$ cat src/rtl/pm_wake_pkg.sv
package pm_wake_pkg;

  typedef enum logic [1:0] {
    PM_FULL  = 2'b00,
    PM_LIGHT = 2'b01,
    PM_DEEP  = 2'b10,
    PM_RSVD  = 2'b11
  } pm_mode_e;

  localparam int F_MODE_LO = 0;
  localparam int F_PHY     = 2;
  localparam int F_WOL_EN  = 3;
  localparam int F_ED_EN   = 4;
  localparam int F_PIN_EN  = 5;
  localparam int F_PUSH    = 6;
  localparam int F_POL     = 7;
  localparam int F_STAT_LO = 8;
  localparam int F_READY   = 10;
  localparam int CTL_BITS  = 11;

  typedef struct packed {
    logic wolEn;
    logic edEn;
    logic pinEn;
    logic pushPull;
    logic polHigh;
  } pm_cfg_t;

  typedef struct packed {
    logic [1:0] clrWake;
    logic       ready;
    pm_cfg_t    cfg;
  } pm_strobe_t;

endpackage

$ cat src/rtl/pm_wake_ctl.sv
module pm_wake_ctl
  import pm_wake_pkg::*;
#(
  parameter int ADDR_W = 4,
  parameter int DATA_W = 16,
  parameter logic [ADDR_W-1:0] CTL_ADDR  = '0,
  parameter logic [ADDR_W-1:0] WAKE_ADDR = 1,
  parameter logic [DATA_W-1:0] WAKE_VALUE = '0,
  parameter int HOLD_CYC = 16
) (
  input  logic              clk,
  input  logic              rstN,
  input  logic              wrEn,
  input  logic [ADDR_W-1:0] addr,
  input  logic [DATA_W-1:0] wrData,
  output logic [DATA_W-1:0] rdData,
  input  logic [1:0]        wakeStatus,
  output pm_strobe_t        strobe,
  output logic              phyRstN
);

  localparam int CNT_W = $clog2(HOLD_CYC + 1);
  localparam logic [CNT_W-1:0] CNT_LOAD = CNT_W'(HOLD_CYC - 1);

  pm_mode_e         modeQ;
  pm_cfg_t          cfgQ;
  logic             phyBusyQ;
  logic [CNT_W-1:0] holdCntQ;

  logic ctlHit, wakeHit, isReady, ctlWr;

  assign ctlHit  = (addr == CTL_ADDR);
  assign wakeHit = (addr == WAKE_ADDR);
  assign isReady = (modeQ == PM_FULL);
  assign ctlWr   = wrEn && ctlHit && isReady;

  // power state: wake register has priority, reserved code is refused
  always_ff @(posedge clk or negedge rstN) begin
    if (!rstN) begin
      modeQ <= PM_FULL;
    end else if (wrEn && wakeHit) begin
      modeQ <= PM_FULL;
    end else if (ctlWr && (wrData[F_MODE_LO+1:F_MODE_LO] != PM_RSVD)) begin
      modeQ <= pm_mode_e'(wrData[F_MODE_LO+1:F_MODE_LO]);
    end
  end

  always_ff @(posedge clk or negedge rstN) begin
    if (!rstN) begin
      cfgQ <= '0;
    end else if (ctlWr) begin
      cfgQ.wolEn    <= wrData[F_WOL_EN];
      cfgQ.edEn     <= wrData[F_ED_EN];
      cfgQ.pinEn    <= wrData[F_PIN_EN];
      cfgQ.pushPull <= wrData[F_PUSH];
      cfgQ.polHigh  <= wrData[F_POL];
    end
  end

  // self-timed PHY reset; writes are not looked at while busy
  always_ff @(posedge clk or negedge rstN) begin
    if (!rstN) begin
      phyBusyQ <= 1'b0;
      holdCntQ <= '0;
    end else if (phyBusyQ) begin
      if (holdCntQ == '0) begin
        phyBusyQ <= 1'b0;
      end else begin
        holdCntQ <= holdCntQ - 1'b1;
      end
    end else if (ctlWr && wrData[F_PHY]) begin
      phyBusyQ <= 1'b1;
      holdCntQ <= CNT_LOAD;
    end
  end

  assign phyRstN = !phyBusyQ;

  always_comb begin
    strobe.cfg     = cfgQ;
    strobe.ready   = isReady;
    strobe.clrWake = ctlWr ? wrData[F_STAT_LO+1:F_STAT_LO] : 2'b00;
  end

  always_comb begin
    rdData = '0;
    if (ctlHit) begin
      rdData[F_MODE_LO+1:F_MODE_LO] = modeQ;
      rdData[F_PHY]                 = phyBusyQ;
      rdData[F_WOL_EN]              = cfgQ.wolEn;
      rdData[F_ED_EN]               = cfgQ.edEn;
      rdData[F_PIN_EN]              = cfgQ.pinEn;
      rdData[F_PUSH]                = cfgQ.pushPull;
      rdData[F_POL]                 = cfgQ.polHigh;
      rdData[F_STAT_LO+1:F_STAT_LO] = wakeStatus;
      rdData[F_READY]               = isReady;
    end else if (wakeHit) begin
      rdData = WAKE_VALUE;
    end
  end

  // checker state: length of the current reset pulse
  logic [CNT_W:0] busyRunQ;
  always_ff @(posedge clk or negedge rstN) begin
    if (!rstN) busyRunQ <= '0;
    else       busyRunQ <= phyBusyQ ? busyRunQ + 1'b1 : '0;
  end

  p_mode_legal_r2: assert property (@(posedge clk) disable iff (!rstN)
    modeQ != PM_RSVD);

  p_wake_write_r3: assert property (@(posedge clk) disable iff (!rstN)
    (wrEn && wakeHit) |=> (modeQ == PM_FULL));

  p_locked_ctl_r4: assert property (@(posedge clk) disable iff (!rstN)
    (wrEn && ctlHit && !wakeHit && modeQ != PM_FULL) |=> ($stable(cfgQ) && $stable(modeQ)));

  p_hold_length_r5: assert property (@(posedge clk) disable iff (!rstN)
    $fell(phyBusyQ) |-> (busyRunQ == (CNT_W+1)'(HOLD_CYC)));

  p_hold_no_restart_r6: assert property (@(posedge clk) disable iff (!rstN)
    (phyBusyQ && holdCntQ != '0) |=> (phyBusyQ && holdCntQ == $past(holdCntQ) - 1'b1));

endmodule

$ cat src/rtl/pm_wake_dp.sv
module pm_wake_dp
  import pm_wake_pkg::*;
(
  input  logic       clk,
  input  logic       rstN,
  input  pm_strobe_t strobe,
  input  logic       wolPend,
  input  logic       edPend,
  output logic [1:0] wakeStatus,
  output logic       pmeIrq,
  output logic       pmeOut,
  output logic       pmeOe
);

  logic [1:0] statusQ;
  logic [1:0] setReq;
  logic       pinActive;

  // bit0 energy, bit1 wake-on-LAN; set wins over clear
  assign setReq = {wolPend && strobe.cfg.wolEn, edPend && strobe.cfg.edEn};

  genvar k;
  generate
    for (k = 0; k < 2; k++) begin : g_cause
      always_ff @(posedge clk or negedge rstN) begin
        if (!rstN)          statusQ[k] <= 1'b0;
        else if (setReq[k]) statusQ[k] <= 1'b1;
        else if (strobe.clrWake[k]) statusQ[k] <= 1'b0;
      end
    end
  endgenerate

  assign wakeStatus = statusQ;
  assign pmeIrq     = |statusQ;
  assign pinActive  = strobe.cfg.pinEn && (|statusQ);

  always_comb begin
    if (strobe.cfg.pushPull) begin
      pmeOe  = 1'b1;
      pmeOut = strobe.cfg.polHigh ? pinActive : !pinActive;
    end else begin
      pmeOe  = pinActive;
      pmeOut = 1'b0;
    end
  end

  p_sticky_lowpower_r11: assert property (@(posedge clk) disable iff (!rstN)
    (!strobe.ready) |=> ((statusQ & $past(statusQ)) == $past(statusQ)));

  p_disabled_cause_r8: assert property (@(posedge clk) disable iff (!rstN)
    (!strobe.cfg.wolEn && !statusQ[1]) |=> !statusQ[1]);

  p_opendrain_low_r10: assert property (@(posedge clk) disable iff (!rstN)
    (!strobe.cfg.pushPull) |-> (pmeOut == 1'b0));

  p_pin_gated_r9: assert property (@(posedge clk) disable iff (!rstN)
    (!strobe.cfg.pinEn && !strobe.cfg.pushPull) |-> !pmeOe);

endmodule

$ cat src/rtl/pm_wake_ctrl.sv
module pm_wake_ctrl
  import pm_wake_pkg::*;
#(
  parameter int ADDR_W  = 4,
  parameter int DATA_W  = 16,
  parameter int CLK_HZ  = 100_000_000,
  parameter int HOLD_US = 100,
  parameter logic [DATA_W-1:0] WAKE_VALUE = 16'h5A3C
) (
  input  logic              clk,
  input  logic              rstN,
  input  logic              wrEn,
  input  logic [ADDR_W-1:0] addr,
  input  logic [DATA_W-1:0] wrData,
  output logic [DATA_W-1:0] rdData,
  input  logic              wolPend,
  input  logic              edPend,
  output logic              phyRstN,
  output logic              pmeIrq,
  output logic              pmeOut,
  output logic              pmeOe
);

  localparam int RAW_CYC  = (CLK_HZ / 1_000_000) * HOLD_US;
  localparam int HOLD_CYC = (RAW_CYC < 1) ? 1 : RAW_CYC;

  pm_strobe_t strobe;
  logic [1:0] wakeStatus;

  pm_wake_ctl #(
    .ADDR_W    (ADDR_W),
    .DATA_W    (DATA_W),
    .CTL_ADDR  (ADDR_W'(0)),
    .WAKE_ADDR (ADDR_W'(1)),
    .WAKE_VALUE(WAKE_VALUE),
    .HOLD_CYC  (HOLD_CYC)
  ) ctl_i (
    .clk       (clk),
    .rstN      (rstN),
    .wrEn      (wrEn),
    .addr      (addr),
    .wrData    (wrData),
    .rdData    (rdData),
    .wakeStatus(wakeStatus),
    .strobe    (strobe),
    .phyRstN   (phyRstN)
  );

  pm_wake_dp dp_i (
    .clk       (clk),
    .rstN      (rstN),
    .strobe    (strobe),
    .wolPend   (wolPend),
    .edPend    (edPend),
    .wakeStatus(wakeStatus),
    .pmeIrq    (pmeIrq),
    .pmeOut    (pmeOut),
    .pmeOe     (pmeOe)
  );

endmodule

$ cat config.mk
export PLATFORM = sky130hd
export DESIGN_NAME = pm_wake_ctrl
export DESIGN_NICKNAME = d
export VERILOG_FILES = /design/src/rtl/pm_wake_pkg.sv /design/src/rtl/pm_wake_ctl.sv /design/src/rtl/pm_wake_dp.sv /design/src/rtl/pm_wake_ctrl.sv
export SDC_FILE = /design/constraint.sdc
export NUM_CORES = 1
export LEC_CHECK = 0
export BUFFER_PORTS_ARGS = -buffer_cell sky130_fd_sc_hd__buf_2
export CORE_ASPECT_RATIO = 0.75
export CORE_MARGIN = 4
export CORE_UTILIZATION = 40
export CTS_CLUSTER_SIZE = 10
export DETAILED_ROUTE_END_ITERATION = 10
export PLACE_DENSITY_LB_ADDON = 0.08
export SLEW_MARGIN = 20
export SYNTH_ARGS = -nofsm -noshare
export SYNTH_HDL_FRONTEND = slang
export SYNTH_SLANG_ARGS = --single-unit
export TNS_END_PERCENT = 5
$ cat constraint.sdc
create_clock -name clk -period 2.7 [get_ports clk]
set_clock_uncertainty 0.1 [all_clocks]
set_input_delay 0.405 -clock clk [delete_from_list [all_inputs] [get_ports clk]]
set_output_delay 0.405 -clock clk [all_outputs]
set_load 0.01 [all_outputs]
==> flow_summary.yaml, run 1 <==
outcome:
  status: "finished clean"
die:
  io_pins: 45
  core.rowCount: 17
  fp.dieH_microns: 58.1
  die_area_sq_um: 4350
  start_util: 0.437
  coreArea_sq_um: 3060
  die_w_microns: 74.8
sta:
  slew_violations: 0
  rsz0062_at_grt: "false"
  finalHoldViolCount: 0
  period_needed_ps: 2310
  setup_viol: 0
  fin_setup_tns_ps: 0
  period_share: 0.856
  tightest_slew_ps: 537
  relSlewSlack: 0.642
  worst_slack_ps: 388
  fmax_mhz: 432
setup_path:
  crit_type: "reg -> reg"
  cp-end-kind: "flip-flop"
  start_kind: "flip-flop"
  reg2reg_to: "ctl_i.holdCntQ[0]"
  ff2ff_path_depth: 6
  crit_required_ps: 2750
  worstPathMaxFanout: 7
  worstReg2RegStart: "ctl_i.holdCntQ[0]"
  r2r_slack_ps: 390
  worstPathArrival_ps: 2360
clock_tree:
  clkSinkCount: 24
  clk_latency_ps: 260
  cts_root_buf: "clkbuf_8"
  clock_path_buffers: 2
  path_clk_slew_ps: 80
  cts_max_level: 1
  post-cts-setup-buffers: 0
  cts_resized: 0
  cts_inserted_buffers: 3
  cts_tree: "yes"
  holdBufCountCts: 0
cells_and_area:
  final_cell_mix: "36 x buf_2, 24 x dfrtp_1, 12 x nand2_1"
  final_common_cell: "buf_2"
  num-nets-final: 197
  drive_above_1_share: 0.325
  area_growth_pct: 18.4
  final_area_sq_um: 1590
  filler_cell_count: 299
  final_util: 0.518
  antenna_cells: 0
placement:
  io_buffers: 36
  pre_cts_ws_ps: 389
  placed_area_sq_um: 1550
  dp_hpwl_mm: 2.27
  gp_congestion: 0.773
logic_synthesis:
  ys_ff_latch: 24
  yosysSeqAreaShare: 0.448
  synth-async-reset-ratio: 1.00
  ys.warnings.count: 0
  synthCells: 134
  synth_cell_type_count: 39
  synth_flop_cell: "dfrtp_1"
  synth_edf_count: 0
  synth.avg_cell_area_sq_um: 10.0
  netlist_area_sq_um: 1340
flow_run:
  maxCapViolCount: 0
grt:
  antenna_found_initial: 0
  gr-usage-all-layers: 0.141
  grt_start_max_net_pins: 25
  grt_pass1_vias: 997
  overflow: 0
  grt_pass1_wl_mm: 4.73
power_and_ir_drop:
  ir_drop_mv: 0.280
  powerDensity_nw_per_um2: 451
  p_leak_nw: 0.824
drt:
  viasPerCell: 5.30
  vias: 1098
  drt_iter0_drc: 62
  wire_per_inst_microns: 14.0
  drt-pass1-iter-count: 4
  drc: 0
  routed_wirelength_mm: 2.90
  ant_nets: 0
hold_path:
  hp-class: "in -> async"
==> cell usage after synthesis, drive strengths merged (2+ instances only) <==
library cell	instances	share of area
a21oi	3	0.011
mux2	6	0.050
clkbuf	3	0.0084
a21o	7	0.039
o21ai	2	0.0075
or4	6	0.042
buf	4	0.022
or2	2	0.0093
and2	8	0.037
o41ai	2	0.027
nor4	3	0.014
nor2	5	0.014
mux2i	4	0.030
a22o	2	0.013
a31oi	3	0.014
nor2b	3	0.014
dfrtp	24	0.45
nand3	4	0.015
nand4	2	0.0093
inv	6	0.017
or3	3	0.014
nand2	12	0.034
nor3	6	0.022
==> worst max-delay path by stage <==
stage | from | to | slack [ps] | cells past startpoint
after CTS | ctl_i.holdCntQ[0] | ctl_i.holdCntQ[0] | 380 | 6
after global placement | ctl_i.holdCntQ[0] | ctl_i.holdCntQ[0] | 420 | 6
final | ctl_i.holdCntQ[0] | ctl_i.holdCntQ[0] | 390 | 6
after global routing | ctl_i.holdCntQ[0] | ctl_i.holdCntQ[0] | 290 | 6
after detailed placement | ctl_i.holdCntQ[0] | ctl_i.holdCntQ[0] | 390 | 6
after floorplan | addr[1] | rdData[12] | 360 | 2
==> cell families after synthesis <==
family	Yosys count	share of synthesized area
buffers and inverters	13	0.0476
xor gates and xnor gates	2	0.0131
other	1	0.00280
muxes	10	0.0803
DFF	24	0.448
AOI/OAI and AO/OA	23	0.137
adders and majority gates	1	0.00934
and+or+nand+nor	60	0.261
==> worst max-delay path, stage by stage (launching register included) <==
cell and delay (ps):
dfrtp_1 400, inv_1 90, ha_1 210, or3b_2 520, o41ai_4 470, nand2_1 130
mux2_2 280
==> per-layer routing <==
layer | wire length [microns] | vias to the layer above | track usage
li1 | - | 552 | -
met1 | 1440 | 517 | 0.201
met2 | 1270 | 27 | 0.207
met3 | 172 | 2 | 0.0433
met4 | 23 | 0 | 0.0381
met5 | 0 | - | 0
==> sequential cells by signal, summed over array words and instances, names as in the netlist <==
name	cells
ctl_i.holdCntQ	14
ctl_i.modeQ	2
ctl_i.phyBusyQ	1
ctl_i.strobe	5
dp_i.wakeStatus	2
==> metrics by stage <==
step	std cells	total power (W)	hold slack, ps
global route	207	0.000763	43.3
detailed placement	204	0.000520	328
CTS	207	0.000732	29.5
finish	207	0.000715	10.2
global placement	204	0.000516	319
floorplan	135	0.000473	9.41
==> final cells by class <==
type	instances	area [sq um]	share of cell area
tap	38	47.5	0.0300
multi-input combinational	98	679	0.428
timing repair buffer	38	195	0.123
sequential	24	601	0.379
inverter	6	22.5	0.0142
clock buffer	3	41.3	0.0260
==> power breakdown <==
part | leakage (nW) | switching (W) | internal, W | total, W
Sequential | 0.264 | 0.0000201 | 0.000387 | 0.000407
Clock | 0.0216 | 0.000105 | 0.0000996 | 0.000205
Combinational | 0.538 | 0.0000488 | 0.0000543 | 0.000103
Total | 0.824 | 0.000174 | 0.000541 | 0.000715
Note: power is estimated with default switching activity, not from simulation.
==> run 2, diff against run 1 <==
CAP_MARGIN = 30   (was not set)
GPL_TIMING_DRIVEN = 0   (was not set)
PLACE_DENSITY = 0.71   (was not set)
PLACE_DENSITY_LB_ADDON = not set   (was 0.08)
==> run 2 against run 1 <==
Net effect:
- sequential share of layout area is 1.1 points lower
- sequential power is essentially flat
- wire length rose by 2.7%
- maximum frequency grew 0.15%
- clock-buffer cell count increased by 1
- final cell count increased by 2.9%
- sequential cell count unchanged
- critical endpoint unchanged
- via count rose by 5.1%
- highest routed layer unchanged
- hold slack worse by 0.66 ps
- setup slack gained 3.4 ps
- largest cell class unchanged
==> flow_summary.yaml, run 2 (same netlist as run 1, synthesis figures left out) <==
setup_path:
  crit_required_ps: 2750
  start_kind: "flip-flop"
  crit_type: "reg -> reg"
  r2r_slack_ps: 390
  worstPathMaxFanout: 7
  cp-end-kind: "flip-flop"
  worstPathArrival_ps: 2360
drt:
  drc: 0
  drt-pass1-iter-count: 4
  wire_per_inst_microns: 14.0
  routed_wirelength_mm: 2.98
  viasPerCell: 5.42
  drt_iter0_drc: 58
  ant_nets: 0
  vias: 1154
cells_and_area:
  final_cell_mix: "36 x buf_2, 24 x dfrtp_1, 12 x nand2_1"
  regMostFlops: "ctl_i.holdCntQ"
  largest_reg_flops: 14
  antenna_cells: 0
  filler_cell_count: 304
  final-seq-area_sq_um: 601
  multi_input_comb_area_sq_um: 686
  drive_above_1_share: 0.337
  area_growth_pct: 21.8
  final_common_cell: "buf_2"
  num-nets-final: 202
clock_tree:
  post-cts-setup-buffers: 0
  clkSinkCount: 24
  path_clk_slew_ps: 80
  holdBufCountCts: 0
  clock_path_buffers: 2
  cts_max_level: 1
  cts_root_buf: "clkbuf_8"
  cts_inserted_buffers: 3
  clk_latency_ps: 260
  cts_tree: "yes"
  cts_resized: 0
die:
  io_pins: 45
  start_util: 0.437
  die_w_microns: 74.8
  fp.dieH_microns: 58.1
  die_area_sq_um: 4350
  core.rowCount: 17
  coreArea_sq_um: 3060
sta:
  finalHoldViolCount: 0
  period_share: 0.855
  tightest_slew_ps: 847
  relSlewSlack: 0.434
  fmax_mhz: 433
  slew_violations: 0
  period_needed_ps: 2310
  fin_setup_tns_ps: 0
  rsz0062_at_grt: "false"
  setup_viol: 0
grt:
  overflow: 0
  grt_pass1_wl_mm: 4.82
  antenna_found_initial: 0
  gr-usage-all-layers: 0.138
  grt_start_max_net_pins: 25
  grt_pass1_vias: 1098
outcome:
  status: "finished clean"
power_and_ir_drop:
  finalPower_w: 0.000751
  p_leak_nw: 0.847
  powerDensity_nw_per_um2: 460
  ir_drop_mv: 0.324
placement:
  io_buffers: 36
  dp_hpwl_mm: 2.38
  gp_congestion: 0.778
hold_path:
  hp-class: "in -> async"
flow_run:
  maxCapViolCount: 0
run 2: path summary, 6_finish.rpt:
kind / from / end / cells past startpoint
worst max-delay path: ctl_i.holdCntQ[0] / ctl_i.holdCntQ[0] / 6
min in group clk: wrEn / ctl_i.modeQ[1] / 2
worst min-delay path: rstN / ctl_i.holdCntQ[6] / 1
worst max register to register: ctl_i.holdCntQ[0] / ctl_i.holdCntQ[0] / 6
max in group asynchronous: rstN / ctl_i.modeQ[1] / 1
worst min register to register: ctl_i.holdCntQ[11] / ctl_i.holdCntQ[11] / 1
run 2: layer usage:
layer	global-route usage	vias up	part of all wire
li1	-	573	-
met1	0.185	561	0.46
met2	0.221	18	0.50
met3	0.0312	2	0.032
met4	0.0431	0	0.0077
met5	0	-	0
run 2: where the power goes:
part           internal, W  total, W  switching (W)
Clock             0.000130  0.000234       0.000104
Sequential        0.000387  0.000408      0.0000212
Combinational    0.0000568  0.000110      0.0000528
Total             0.000573  0.000751       0.000178
run 2: stage by stage:
step / hold WS (ps) / setup slack [ps] / area [sq um] / utilization / cells
after floorplan: 9.41 / 355 / 1340 / - / 135
after global placement: 308 / 116 / 1570 / 0.513 / 209
after detailed placement: 310 / 404 / 1580 / 0.515 / 209
after CTS: 24.2 / 395 / 1630 / 0.533 / 213
after global routing: 43.8 / 274 / 1630 / 0.533 / 213
final: 9.59 / 391 / 1630 / 0.533 / 213
run 2: critical path, stage by stage (launching register included):
cell     delay, ps
dfrtp_1        400
inv_1           90
ha_1           210
or3b_2         510
o41ai_4        480
nand2_1        130
mux2_2         280
run 2: cell type report:
type | count | share of cell area
plain buffers | 7 | 0.0253
clock buffers | 4 | 0.0337
inverters | 6 | 0.0138
multi-input cells | 98 | 0.420
flip-flops and latches | 24 | 0.368
well taps | 38 | 0.0291
repair buffers | 36 | 0.110
